File: config.mk
export PLATFORM = sky130hd
export DESIGN_NAME = nic_irq_ctrl
export DESIGN_NICKNAME = d
export VERILOG_FILES = /design/src/rtl/nic_irq_pkg.sv /design/src/rtl/nic_irq_regs.sv /design/src/rtl/nic_irq_status.sv /design/src/rtl/nic_irq_coalesce.sv /design/src/rtl/nic_irq_ctrl.sv
export SDC_FILE = /design/constraint.sdc
export NUM_CORES = 1
export LEC_CHECK = 0
export BUFFER_PORTS_ARGS = -buffer_cell sky130_fd_sc_hd__buf_2
export CORE_ASPECT_RATIO = 1.75
export CORE_MARGIN = 4
export CORE_UTILIZATION = 51
export DETAILED_ROUTE_END_ITERATION = 8
export HOLD_SLACK_MARGIN = 0.12
export PLACE_DENSITY_LB_ADDON = 0.3
export SLEW_MARGIN = 30
export SYNTH_ARGS = -nofsm -noshare
export SYNTH_HDL_FRONTEND = slang
export SYNTH_SLANG_ARGS = --single-unit
File: constraint.sdc
create_clock -name clk -period 4.7 [get_ports clk]
set_clock_uncertainty 0.05 [all_clocks]
set_input_delay 0 -clock clk [delete_from_list [all_inputs] [get_ports clk]]
set_output_delay 0 -clock clk [all_outputs]
set_load 0.005 [all_outputs]
File: src/rtl/nic_irq_pkg.sv
package nic_irq_pkg;
  localparam int NCAUSE = 9;
  localparam logic [NCAUSE-1:0] CAUSE_VALID = 9'h1FF;
  localparam logic [NCAUSE-1:0] CAUSE_NODELAY = 9'h1CC;
  localparam logic [NCAUSE-1:0] MASK_RST = 9'h189;
  localparam int BIT_SOFT = 8;
  localparam int CFG_IEN_BIT = 2;
  localparam int CMD_RST_BIT = 0;
  localparam int CMD_SOFT_BIT = 1;
  localparam int ADR_CFG = 0;
  localparam int ADR_CMD = 1;
  localparam int ADR_STAT = 2;
  localparam int ADR_MASK = 3;
  localparam int ADR_DLY = 4;

  function automatic logic [NCAUSE-1:0] f_next_status(
    input logic [NCAUSE-1:0] cur, input logic clr, input logic [NCAUSE-1:0] evt);
    return (clr ? '0 : cur) | (evt & CAUSE_VALID);
  endfunction

  function automatic logic f_imm_hit(input logic [NCAUSE-1:0] st,
                                     input logic [NCAUSE-1:0] msk);
    return |(st & msk & CAUSE_NODELAY);
  endfunction

  function automatic logic f_coal_hit(input logic [NCAUSE-1:0] st,
                                      input logic [NCAUSE-1:0] msk);
    return |(st & msk & ~CAUSE_NODELAY);
  endfunction
endpackage

File: src/rtl/nic_irq_regs.sv
module nic_irq_regs
  import nic_irq_pkg::*;
#(
  parameter int DATA_W = 32,
  parameter int ADDR_W = 3,
  parameter int DLY_W = 16,
  parameter int unsigned DLY_RST = 8
) (
  input  logic              clk,
  input  logic              rst_n,
  input  logic              reg_wr,
  input  logic              reg_rd,
  input  logic [ADDR_W-1:0] reg_addr,
  input  logic [DATA_W-1:0] reg_wdata,
  input  logic [NCAUSE-1:0] status_q,
  output logic [DATA_W-1:0] reg_rdata,
  output logic [NCAUSE-1:0] mask_q,
  output logic              ien_q,
  output logic [DLY_W-1:0]  dly_q,
  output logic              stat_clr,
  output logic              soft_post,
  output logic              sw_rst,
  output logic              dev_reset_q
);
  localparam logic [DLY_W-1:0] DLY_INIT = DLY_W'(DLY_RST);

  logic wr_cfg, wr_cmd, wr_mask, wr_dly;
  logic [DATA_W-1:0] rd_mux;
  logic unused_wbits;

  assign wr_cfg  = reg_wr && (reg_addr == ADDR_W'(ADR_CFG));
  assign wr_cmd  = reg_wr && (reg_addr == ADDR_W'(ADR_CMD));
  assign wr_mask = reg_wr && (reg_addr == ADDR_W'(ADR_MASK));
  assign wr_dly  = reg_wr && (reg_addr == ADDR_W'(ADR_DLY));
  assign stat_clr  = reg_rd && (reg_addr == ADDR_W'(ADR_STAT));
  assign sw_rst    = wr_cmd && reg_wdata[CMD_RST_BIT];
  assign soft_post = wr_cmd && reg_wdata[CMD_SOFT_BIT];
  assign unused_wbits = ^reg_wdata;

  always_comb begin
    rd_mux = '0;
    if (reg_addr == ADDR_W'(ADR_CFG))  rd_mux = DATA_W'({ien_q, 2'b00});
    if (reg_addr == ADDR_W'(ADR_STAT)) rd_mux = DATA_W'(status_q);
    if (reg_addr == ADDR_W'(ADR_MASK)) rd_mux = DATA_W'(mask_q);
    if (reg_addr == ADDR_W'(ADR_DLY))  rd_mux = DATA_W'(dly_q);
  end

  always_ff @(posedge clk or negedge rst_n) begin
    if (!rst_n) begin
      mask_q      <= MASK_RST;
      ien_q       <= 1'b0;
      dly_q       <= DLY_INIT;
      dev_reset_q <= 1'b0;
      reg_rdata   <= '0;
    end else begin
      dev_reset_q <= sw_rst;
      if (sw_rst) begin
        mask_q <= MASK_RST;
        ien_q  <= 1'b0;
        dly_q  <= DLY_INIT;
      end else begin
        if (wr_cfg)  ien_q  <= reg_wdata[CFG_IEN_BIT];
        if (wr_mask) mask_q <= reg_wdata[NCAUSE-1:0] & CAUSE_VALID;
        if (wr_dly)  dly_q  <= reg_wdata[DLY_W-1:0];
      end
      if (reg_rd) reg_rdata <= rd_mux;
    end
  end
endmodule

File: src/rtl/nic_irq_status.sv
module nic_irq_status
  import nic_irq_pkg::*;
(
  input  logic              clk,
  input  logic              rst_n,
  input  logic              sw_rst,
  input  logic              stat_clr,
  input  logic              soft_post,
  input  logic [NCAUSE-1:0] evt_i,
  output logic [NCAUSE-1:0] status_q
);
  logic [NCAUSE-1:0] evt_all;

  always_comb begin
    evt_all = evt_i;
    if (soft_post) evt_all[BIT_SOFT] = 1'b1;
  end

  always_ff @(posedge clk or negedge rst_n) begin
    if (!rst_n)      status_q <= '0;
    else if (sw_rst) status_q <= '0;
    else             status_q <= f_next_status(status_q, stat_clr, evt_all);
  end
endmodule

File: src/rtl/nic_irq_coalesce.sv
module nic_irq_coalesce #(
  parameter int DLY_W = 16
) (
  input  logic             clk,
  input  logic             rst_n,
  input  logic             sw_rst,
  input  logic             coal_hit,
  input  logic [DLY_W-1:0] dly_q,
  output logic             fired_q,
  output logic             run_q
);
  logic [DLY_W-1:0] cnt_q;
  logic cnt_zero;

  assign cnt_zero = (cnt_q == '0);

  always_ff @(posedge clk or negedge rst_n) begin
    if (!rst_n) begin
      run_q <= 1'b0; fired_q <= 1'b0; cnt_q <= '0;
    end else if (sw_rst || !coal_hit) begin
      run_q <= 1'b0; fired_q <= 1'b0; cnt_q <= '0;
    end else if (!run_q && !fired_q) begin
      run_q <= 1'b1;
      cnt_q <= dly_q;
    end else if (run_q) begin
      if (cnt_zero) begin
        run_q   <= 1'b0;
        fired_q <= 1'b1;
      end else begin
        cnt_q <= cnt_q - 1'b1;
      end
    end
  end
endmodule

File: src/rtl/nic_irq_ctrl.sv
module nic_irq_ctrl
  import nic_irq_pkg::*;
#(
  parameter int DATA_W = 32,
  parameter int ADDR_W = 3,
  parameter int DLY_W = 16,
  parameter int unsigned DLY_RST = 8
) (
  input  logic              clk,
  input  logic              rst_n,
  input  logic              reg_wr,
  input  logic              reg_rd,
  input  logic [ADDR_W-1:0] reg_addr,
  input  logic [DATA_W-1:0] reg_wdata,
  output logic [DATA_W-1:0] reg_rdata,
  input  logic [8:0]        evt_i,
  output logic              irq_o,
  output logic              dev_reset_o
);
  logic [NCAUSE-1:0] status_q, mask_q;
  logic [DLY_W-1:0]  dly_q;
  logic ien_q, stat_clr, soft_post, sw_rst;
  logic imm_hit, coal_hit, fired_q, run_q;

  nic_irq_regs #(.DATA_W(DATA_W), .ADDR_W(ADDR_W), .DLY_W(DLY_W), .DLY_RST(DLY_RST)) u_regs (
    .clk(clk), .rst_n(rst_n), .reg_wr(reg_wr), .reg_rd(reg_rd),
    .reg_addr(reg_addr), .reg_wdata(reg_wdata), .status_q(status_q),
    .reg_rdata(reg_rdata), .mask_q(mask_q), .ien_q(ien_q), .dly_q(dly_q),
    .stat_clr(stat_clr), .soft_post(soft_post), .sw_rst(sw_rst),
    .dev_reset_q(dev_reset_o));

  nic_irq_status u_status (
    .clk(clk), .rst_n(rst_n), .sw_rst(sw_rst), .stat_clr(stat_clr),
    .soft_post(soft_post), .evt_i(evt_i), .status_q(status_q));

  assign imm_hit  = f_imm_hit(status_q, mask_q);
  assign coal_hit = f_coal_hit(status_q, mask_q);

  nic_irq_coalesce #(.DLY_W(DLY_W)) u_coal (
    .clk(clk), .rst_n(rst_n), .sw_rst(sw_rst), .coal_hit(coal_hit),
    .dly_q(dly_q), .fired_q(fired_q), .run_q(run_q));

  assign irq_o = ien_q && (imm_hit || (fired_q && coal_hit));
endmodule

Yosys cells after proc, flatten, opt, wreduce, memory -nomap -nowiden
Index checks and enable logic that the tools add are counted.

Mux-type cells: 25. Reductions and logical operators: 27. Equality and inequality tests: 6. Add/sub/neg operators: 1. Bitwise operators: 2.

Operators by type and width (number): 16-bit two-way mux (6); 32-bit two-way mux (3); 9-bit two-way mux (4); 16-bit zero test (1); 16-bit by 1-bit subtractor with 16-bit output (second input constant) (1); 1-bit two-way mux (11); 1-bit logical AND (10); 2-bit nonzero test (5); 9-bit AND (1); 9-bit bitwise OR (1); 3-bit by 2-bit equality test with 1-bit output (second input constant) (2); 5-bit OR reduction (1); 4-bit OR reduction (1); 3-bit by 1-bit equality test with 1-bit output (second input constant) (1); 3-bit equality test (second input constant) (1); 1-bit zero test (3); 3-bit zero test (1); 3-bit two-way mux (1); 3-bit inequality test (second input constant) (1); 3-bit AND reduction (1); 3-bit nonzero test (1); 1-bit logical OR (2); 2-bit by 1-bit inequality test with 1-bit output (second input constant) (1); 2-bit AND reduction (1).

Output and inout port bits: 34. Logic and storage cells: 70. Bits in registers: 86.

Logic depth before layout (Yosys ltp)
Gate-level depths: netlist (run 1).

Depth after elaboration: 6. Mapped depth: 8. Mapped depth without buffers: 7.

Cells and area by module
From an unflattened synthesis (run 1), not the netlist that was laid out.

Cells, all modules: 371. Area total of the unflattened synthesis: 3669.8 um2.

Modules (own cells, without submodules): nic_irq_regs (area an instance 2118.3 um2, times used 1, sequential area each 1082.3 um2, cells an instance 195); nic_irq_coalesce (area an instance 1131.1 um2, times used 1, sequential area each 450.4 um2, cells an instance 131); nic_irq_status (area an instance 365.4 um2, times used 1, sequential area each 225.2 um2, cells an instance 37); nic_irq_ctrl (area an instance 55.1 um2, times used 1, sequential area each 0.0 um2, cells an instance 8).

Worst setup path after synthesis (run 1)
Ideal clock, no wire load.

Kind: reg-to-reg. Start: reg u_coal.cnt_q[0]. End: reg u_coal.cnt_q[13]. Setup time: 0.120 ns. Arrival: 1.715 ns. Clock period less this slack: 1.885 ns. Slack: 2.815 ns. Data required time: 4.530 ns. Path buffers: 0. Stages on the path, launching flop included: 8. Cell sequence: dfrtp_1 inv_1 ha_1 nor3b_4 nand4_4 o22a_1 and3_1 a31o_2.

Cells in the longest elaborated chain, start to end: 5.

RTL lines: start, declared (line nic_irq_coalesce.sv:12) `logic [DLY_W-1:0] cnt_q;`; start signal, assigned (line nic_irq_coalesce.sv:24) `cnt_q <= dly_q;`; start signal, assigned (line nic_irq_coalesce.sv:30) `cnt_q <= cnt_q - 1'b1;`; 16-bit by 1-bit subtractor with 16-bit output (line nic_irq_coalesce.sv:30); 16-bit two-way mux (line nic_irq_coalesce.sv:26) `if (cnt_zero) begin`; 16-bit two-way mux (line nic_irq_coalesce.sv:25) `end else if (run_q) begin`; 16-bit two-way mux (line nic_irq_coalesce.sv:22) `end else if (!run_q && !fired_q) begin`; 16-bit two-way mux (line nic_irq_coalesce.sv:20) `end else if (sw_rst || !coal_hit) begin`.

Several ways; a longest one is shown, not always the timed one. The select of a mux whose other input is x is not followed. A chain may end at the register's enable or synchronous reset.

Final worst setup path (run 1)
Start: in reg_addr[2]. End: reg u_coal.cnt_q[13].

Cells in the longest elaborated chain, start to end: 6.

RTL lines: start, declared (line nic_irq_ctrl.sv:13) `input logic [ADDR_W-1:0] reg_addr,`; 3-bit by 1-bit equality test with 1-bit output * (line nic_irq_regs.sv:32) `assign wr_cmd = reg_wr && (reg_addr == ADDR_W'(ADR_CMD));`; 1-bit logical AND * (line nic_irq_regs.sv:32); 1-bit logical AND * (line nic_irq_regs.sv:36) `assign sw_rst = wr_cmd && reg_wdata[CMD_RST_BIT];`; 1-bit logical OR * (line nic_irq_coalesce.sv:20); 3-bit inequality test (no source line) / 3-bit nonzero test (equally long branches); 2-bit AND reduction (no source line).

Every way passes the cells marked *; elsewhere a longest branch is shown, timed or not.

==> results of run 1 <==
[where the power goes]
group	switching [µW]	internal [µW]
Combinational	456	320
Sequential	123	719
Clock	260	518
Total	839	1560
[cells by family after synthesis]
family / Yosys count / share of synthesized area [%]
and+or+nand+nor: 152 / 19.9
AOI/OAI and AO/OA: 118 / 20.8
DFF: 70 / 48.8
buffers and inverters: 51 / 7.47
muxes: 9 / 2.54
adders and majority gates: 1 / 0.347
other: 1 / 0.104
[sequential cells by signal, indices dropped and copies added (netlist names)]
register            cells
u_regs.dly_q           16
u_regs.dev_reset_q      1
u_regs.reg_rdata       16
u_status.status_q       9
u_coal.cnt_q           16
u_coal.run_q            1
u_coal.fired_q          1
u_regs.mask_q           9
u_regs.ien_q            1
[per-layer routing]
layer | global-route usage (%) | part of all wire [%]
met5 | 0 | 0
met4 | 12.6 | 4.2
met3 | 5.41 | 4.6
met2 | 43.3 | 55
met1 | 26.0 | 36
[worst max path at each step]
stage	from	to	slack (ns)	depth (start not counted)
after global placement	u_coal.cnt_q[0]$_DFFE_PN0P_	u_coal.cnt_q[13]$_DFFE_PN0P_	2.39	7
after CTS	reg_addr[2]	u_coal.cnt_q[13]$_DFFE_PN0P_	2.27	8
final	reg_addr[2]	u_coal.cnt_q[13]$_DFFE_PN0P_	2.23	8
after detailed placement	u_coal.cnt_q[0]$_DFFE_PN0P_	u_coal.cnt_q[13]$_DFFE_PN0P_	2.34	7
after global routing	reg_addr[2]	u_coal.cnt_q[13]$_DFFE_PN0P_	2.07	8
after floorplan	u_coal.cnt_q[0]$_DFFE_PN0P_	u_coal.cnt_q[13]$_DFFE_PN0P_	2.82	7
[worst max-delay path, cell delays in order]
cell	delay [ns]
sky130_fd_sc_hd__dlygate4sd3_1	0.54
sky130_fd_sc_hd__buf_2	0.14
sky130_fd_sc_hd__nor2_1	0.19
sky130_fd_sc_hd__nand4_1	0.33
sky130_fd_sc_hd__inv_1	0.66
sky130_fd_sc_hd__a21oi_1	0.32
sky130_fd_sc_hd__and3_1	0.24
sky130_fd_sc_hd__a31o_2	0.20
[repair_timing]
item	4_1_cts	5_1_grt
hold endpoints to repair	101	0
resized for setup	0	0
hold buffers	30	0
[layout make-up]
type	instances	area (µm²)	share of cell area (%)
clock buffer	10	229	5.15
clock inverter	6	109	2.45
inverter	14	52.6	1.18
multi-input combinational	296	1630	36.7
sequential	70	1760	39.5
tap	84	105	2.36
timing repair buffer	81	561	12.6
[cells in the mapped netlist, types with 2 or more instances]
| cell | n | area share, % |
|---|---|---|
| sky130_fd_sc_hd__dfrtp_1 | 65 | 45 |
| sky130_fd_sc_hd__nand2_1 | 60 | 6.3 |
| sky130_fd_sc_hd__a21oi_1 | 52 | 7.2 |
| sky130_fd_sc_hd__nor2_1 | 48 | 5.0 |
| sky130_fd_sc_hd__o21ai_0 | 21 | 2.9 |
| sky130_fd_sc_hd__buf_4 | 16 | 3.3 |
| sky130_fd_sc_hd__clkbuf_1 | 14 | 1.5 |
| sky130_fd_sc_hd__inv_1 | 14 | 1.5 |
| sky130_fd_sc_hd__a22o_1 | 11 | 2.7 |
| sky130_fd_sc_hd__nand3_1 | 11 | 1.5 |
| sky130_fd_sc_hd__mux2i_1 | 8 | 2.2 |
| sky130_fd_sc_hd__nor3_1 | 8 | 1.1 |
| sky130_fd_sc_hd__a22oi_1 | 6 | 1.3 |
| sky130_fd_sc_hd__buf_2 | 5 | 0.69 |
| sky130_fd_sc_hd__dfstp_2 | 5 | 3.6 |
| sky130_fd_sc_hd__a31o_2 | 4 | 0.97 |
| sky130_fd_sc_hd__nor4_1 | 4 | 0.69 |
| sky130_fd_sc_hd__o21ai_2 | 4 | 0.97 |
| sky130_fd_sc_hd__a211oi_1 | 2 | 0.42 |
| sky130_fd_sc_hd__a21oi_2 | 2 | 0.49 |
| sky130_fd_sc_hd__a31oi_1 | 2 | 0.35 |
| sky130_fd_sc_hd__and3_1 | 2 | 0.35 |
| sky130_fd_sc_hd__nand4_1 | 2 | 0.35 |
| sky130_fd_sc_hd__o21ai_1 | 2 | 0.28 |
| sky130_fd_sc_hd__o31ai_1 | 2 | 0.42 |
| sky130_fd_sc_hd__o32ai_1 | 2 | 0.49 |
| sky130_fd_sc_hd__o41ai_1 | 2 | 0.49 |
| sky130_fd_sc_hd__or3_1 | 2 | 0.35 |
| sky130_fd_sc_hd__or3b_2 | 2 | 0.49 |
| sky130_fd_sc_hd__or4_1 | 2 | 0.42 |
[per-stage QoR]
step / instances / setup WS, ns
floorplan: 417 / 2.82
global placement: 515 / 2.39
detailed placement: 515 / 2.34
CTS: 561 / 2.27
global route: 561 / 2.07
finish: 561 / 2.23
==> results.sh, run 1 <==
export IMPL_min_to="u_regs.reg_rdata[2]$_DFFE_PN0P_"
export IMPL_fp_dieW_um=71.5
export IMPL_portBuffers=49
export IMPL_dr_vias=3262
export IMPL_cts_sink_count=70
export IMPL_cts_htree_levels=3
export IMPL_antenna_cells=0
export IMPL_grt_antenna_before_repair=0
export IMPL_die_h_um=119
export IMPL_cts_tree="done"
export IMPL_postSynth_topFlopCell="sky130_fd_sc_hd__dfrtp_1"
export IMPL_min_from="reg_addr[1]"
export IMPL_route_final_wire_length_mm=9.58
export IMPL_seq_area_frac_synth_pct=48.8
export IMPL_utilization_pct=64.9
export IMPL_dieArea_mm2=0.00852
export IMPL_layout_cells_most_common="sky130_fd_sc_hd__dfrtp_1"
export IMPL_total_leakage_power_uw=0.00202
export IMPL_placeableCoreArea_mm2=0.00686
export IMPL_ctsLongestPathBuffers=2
export IMPL_yosysWarnings=0
export IMPL_run_status="completed"
export IMPL_power_uw=2400
export IMPL_min_delay_path_depth=5
export IMPL_worst_setup_path_type="in2reg"
export IMPL_numCtsBuffers=9
export IMPL_hpwl_after_dpl_mm=6.25
export IMPL_synth_enable_flop_cells=0
export IMPL_grt_pass1_wl_mm=16.2
export IMPL_max_freq_ghz=0.405
export IMPL_crit_path_start_kind="primary input"
export IMPL_final_cell_mix="sky130_fd_sc_hd__dfrtp_1 (65), sky130_fd_sc_hd__nand2_1 (60), sky130_fd_sc_hd__a21oi_1 (52)"
export IMPL_setup_total_negative_slack_ns=0
export IMPL_power_density_mw_per_mm2=539
export IMPL_crit_path_end_kind="flop"
export IMPL_reg2reg_from="u_coal.cnt_q[0]$_DFFE_PN0P_"
export IMPL_synth_seq_cells=70
export IMPL_detail_route_drc_violations=0
export IMPL_timing_final_crit_period_ns=2.47
export IMPL_layout_worst_path_cycle_share_pct=52.5
export IMPL_fillCellCount=540
export IMPL_timing_slew_headroom_pct=41.4
export IMPL_hold_viol=0
export IMPL_worst_setup_hold_path_clk_slew_ns=0.06
export IMPL_worstSkewPairLatency_ns=0.34
export IMPL_timing_worst_slew_pin_value_ns=0.879
export IMPL_start_util_pct=52.5
export IMPL_final_max_slew_viol_count=0
export IMPL_worstPathArrival_ns=2.64
export IMPL_synth_cell_type_count=52
export IMPL_timing_critical_path_fanout_max=23
export IMPL_hold_slack_ns=0.147
export IMPL_vias_per_cell=5.81
export IMPL_critical_path_required_time_ns=4.88
export IMPL_ports_placed_on_the_boundary=82
export IMPL_min_delay_path_class="in2reg"
export IMPL_maximum_number_of_pins_on_one_net_before_global_route_repair=71
export IMPL_r2r_end="u_coal.cnt_q[13]$_DFFE_PN0P_"
export IMPL_stdcell_area_mm2=0.00445
export IMPL_drive_gt1_share_pct=19.7
export IMPL_finish_net_count=521
export IMPL_cts_root_buf="sky130_fd_sc_hd__clkbuf_16"
export IMPL_worst_ir_drop_vdd_mv=0.395
export IMPL_post_synth_inst_count=402
export IMPL_total_global_route_track_usage_pct=24.3
export IMPL_grt_pass1_vias=3403
export IMPL_antenna_left=0
export IMPL_ff2ff_setup_slack_ns=2.31
export IMPL_timing_max_cap_violations=0
export IMPL_placedInstanceArea_mm2=0.00381
export IMPL_gp_congestion=0.853
export IMPL_worstRegToRegCells=7
export IMPL_mappedNetlistArea_mm2=0.00360
export IMPL_overflow=0
export IMPL_area_growth_synth_to_final_pct=23.5
export IMPL_routed_wire_length_per_instance_um=17.1
export IMPL_unrepaired_setup_endpoints_after_global_routing="false"
export IMPL_dr_first_iter_drc_count=249
export IMPL_synth_async_reset_ratio_pct=100
export IMPL_final_setup_viol_count=0
export IMPL_floorplan_rows=40
export IMPL_cts_setup_buffers=0
export IMPL_drt_pass1_iter_count=5
export IMPL_postSynthAreaPerCell_um2=8.96
Power figures use the tool's default switching activity.
==> run 2: changes to the inputs <==
Clock period 4.7 ns to 2.5 ns, I/O delays scaled along.
==> results.sh, run 2 (same netlist as run 1, synthesis figures left out) <==
export IMPL_ctsLongestPathBuffers=2
export IMPL_ports_placed_on_the_boundary=82
export IMPL_timing_max_cap_violations=0
export IMPL_crit_path_end_kind="flop"
export IMPL_floorplan_rows=40
export IMPL_setup_total_negative_slack_ns=0
export IMPL_timing_worst_slew_pin_value_ns=0.706
export IMPL_largest_registers="u_coal.cnt_q (16), u_regs.dly_q (16), u_regs.reg_rdata (16)"
export IMPL_finish_net_count=531
export IMPL_max_freq_ghz=0.434
export IMPL_vias_per_cell=5.73
export IMPL_fillCellCount=525
export IMPL_cts_tree="done"
export IMPL_total_global_route_track_usage_pct=24.4
export IMPL_drive_gt1_share_pct=20.1
export IMPL_final_setup_viol_count=0
export IMPL_layout_cells_most_common="sky130_fd_sc_hd__dfrtp_1"
export IMPL_hold_slack_ns=0.143
export IMPL_hpwl_after_dpl_mm=6.36
export IMPL_cts_htree_levels=3
export IMPL_routed_wire_length_per_instance_um=17.1
export IMPL_run_status="completed"
export IMPL_place_ws_ns=0.395
export IMPL_fin_ws_ns=0.196
export IMPL_detail_route_drc_violations=0
export IMPL_portBuffers=49
export IMPL_power_density_mw_per_mm2=970
export IMPL_worstSkewPairLatency_ns=0.34
export IMPL_maximum_number_of_pins_on_one_net_before_global_route_repair=48
export IMPL_ff2ff_setup_slack_ns=0.36
export IMPL_worst_setup_hold_path_clk_slew_ns=0.05
export IMPL_total_leakage_power_uw=0.00205
export IMPL_antenna_left=0
export IMPL_die_h_um=119
export IMPL_timing_critical_path_from="reg_addr[2]"
export IMPL_worstRegToRegCells=8
export IMPL_numCtsBuffers=9
export IMPL_placedInstanceArea_mm2=0.00388
export IMPL_start_util_pct=52.5
export IMPL_utilization_pct=65.5
export IMPL_grt_pass1_wl_mm=16.1
export IMPL_unrepaired_setup_endpoints_after_global_routing="false"
export IMPL_timing_critical_path_fanout_max=17
export IMPL_r2r_end="u_coal.cnt_q[2]$_DFFE_PN0P_"
export IMPL_final_max_slew_viol_count=0
export IMPL_worstPathArrival_ns=2.47
export IMPL_overflow=0
export IMPL_placeableCoreArea_mm2=0.00686
export IMPL_hold_viol=0
export IMPL_timing_critical_path_to="u_regs.dly_q[6]$_DFFE_PN0P_"
export IMPL_reg2reg_from="u_coal.cnt_q[0]$_DFFE_PN0P_"
export IMPL_dr_first_iter_drc_count=277
export IMPL_antenna_cells=0
export IMPL_gp_congestion=0.851
export IMPL_fp_dieW_um=71.5
export IMPL_worst_ir_drop_vdd_mv=0.672
export IMPL_cts_sink_count=70
export IMPL_timing_slew_headroom_pct=52.7
export IMPL_timing_final_crit_period_ns=2.30
export IMPL_critical_path_required_time_ns=2.67
export IMPL_dieArea_mm2=0.00852
export IMPL_stdcell_area_mm2=0.00449
export IMPL_final_cell_mix="sky130_fd_sc_hd__dfrtp_1 (65), sky130_fd_sc_hd__nand2_1 (60), sky130_fd_sc_hd__a21oi_1 (52)"
export IMPL_multi_input_comb_area_mm2=0.00163
export IMPL_crit_path_start_kind="primary input"
export IMPL_layout_worst_path_cycle_share_pct=92.2
export IMPL_final_seq_area_mm2=0.00176
export IMPL_dr_vias=3274
export IMPL_grt_antenna_before_repair=0
export IMPL_area_growth_synth_to_final_pct=24.7
export IMPL_worst_setup_path_type="in2reg"
export IMPL_route_final_wire_length_mm=9.74
export IMPL_min_delay_path_class="in2reg"
export IMPL_drt_pass1_iter_count=5
export IMPL_cts_root_buf="sky130_fd_sc_hd__clkbuf_16"
export IMPL_grt_pass1_vias=3380
==> run 2: worst min-delay path by stage <==
stage,startpoint,slack (ns),cells past startpoint,end
finish,reg_rd,0.14,3,u_regs.reg_rdata[2]$_DFFE_PN0P_
global route,reg_addr[0],0.16,2,u_regs.ien_q$_DFFE_PN0P_
CTS,reg_rd,0.13,3,u_regs.reg_rdata[2]$_DFFE_PN0P_
detailed placement,rst_n,-0.04,1,u_regs.reg_rdata[8]$_DFFE_PN0P_
global placement,rst_n,-0.04,1,u_regs.reg_rdata[8]$_DFFE_PN0P_
floorplan,rst_n,-0.35,0,u_coal.cnt_q[0]$_DFFE_PN0P_
==> run 2: layout make-up <==
type                            instances  share of cell area, %
Timing Repair Buffer                   91                   14.5
Inverter                               14                   1.17
Clock inverter                          1                  0.669
Clock buffer                           15                   5.74
Tap cell                               84                   2.34
Multi-Input combinational cell        296                   36.4
Sequential cell                        70                   39.1
==> run 2: worst max-delay path: stages <==
cell and delay [ns]:
sky130_fd_sc_hd__dlygate4sd3_1 0.55, sky130_fd_sc_hd__buf_2 0.15, sky130_fd_sc_hd__nor2_1 0.19, sky130_fd_sc_hd__nand4_1 0.34
sky130_fd_sc_hd__inv_1 0.34, sky130_fd_sc_hd__buf_4 0.27, sky130_fd_sc_hd__a21oi_1 0.07, sky130_fd_sc_hd__dlygate4sd3_1 0.55
==> run 2: power breakdown <==
group / internal, µW / switching (µW) / total (µW)
Combinational: 651 / 864 / 1510
Sequential: 1350 / 231 / 1580
Clock: 801 / 458 / 1260
Total: 2800 / 1550 / 4360
==> run 2: layer usage <==
| layer | wire length, µm | share of wire [%] | global-route usage, % |
|---|---|---|---|
| met5 | 0 | 0 | 0 |
| met4 | 518 | 5.3 | 15.6 |
| met3 | 365 | 3.7 | 5.32 |
| met1 | 3490 | 36 | 25.0 |
| met2 | 5360 | 55 | 43.2 |
==> run 2: repair_timing <==
item,CTS,global route
buffers inserted,0,0
endpoints found under the hold margin,106,0
resized for setup,0,0
hold buffers,32,0
==> run 2: stage by stage <==
| step | instances | total power, µW |
|---|---|---|
| finish | 571 | 4360 |
| global route | 571 | 4630 |
| CTS | 571 | 4350 |
| detailed placement | 523 | 3030 |
| global placement | 523 | 2990 |
| floorplan | 417 | 2670 |
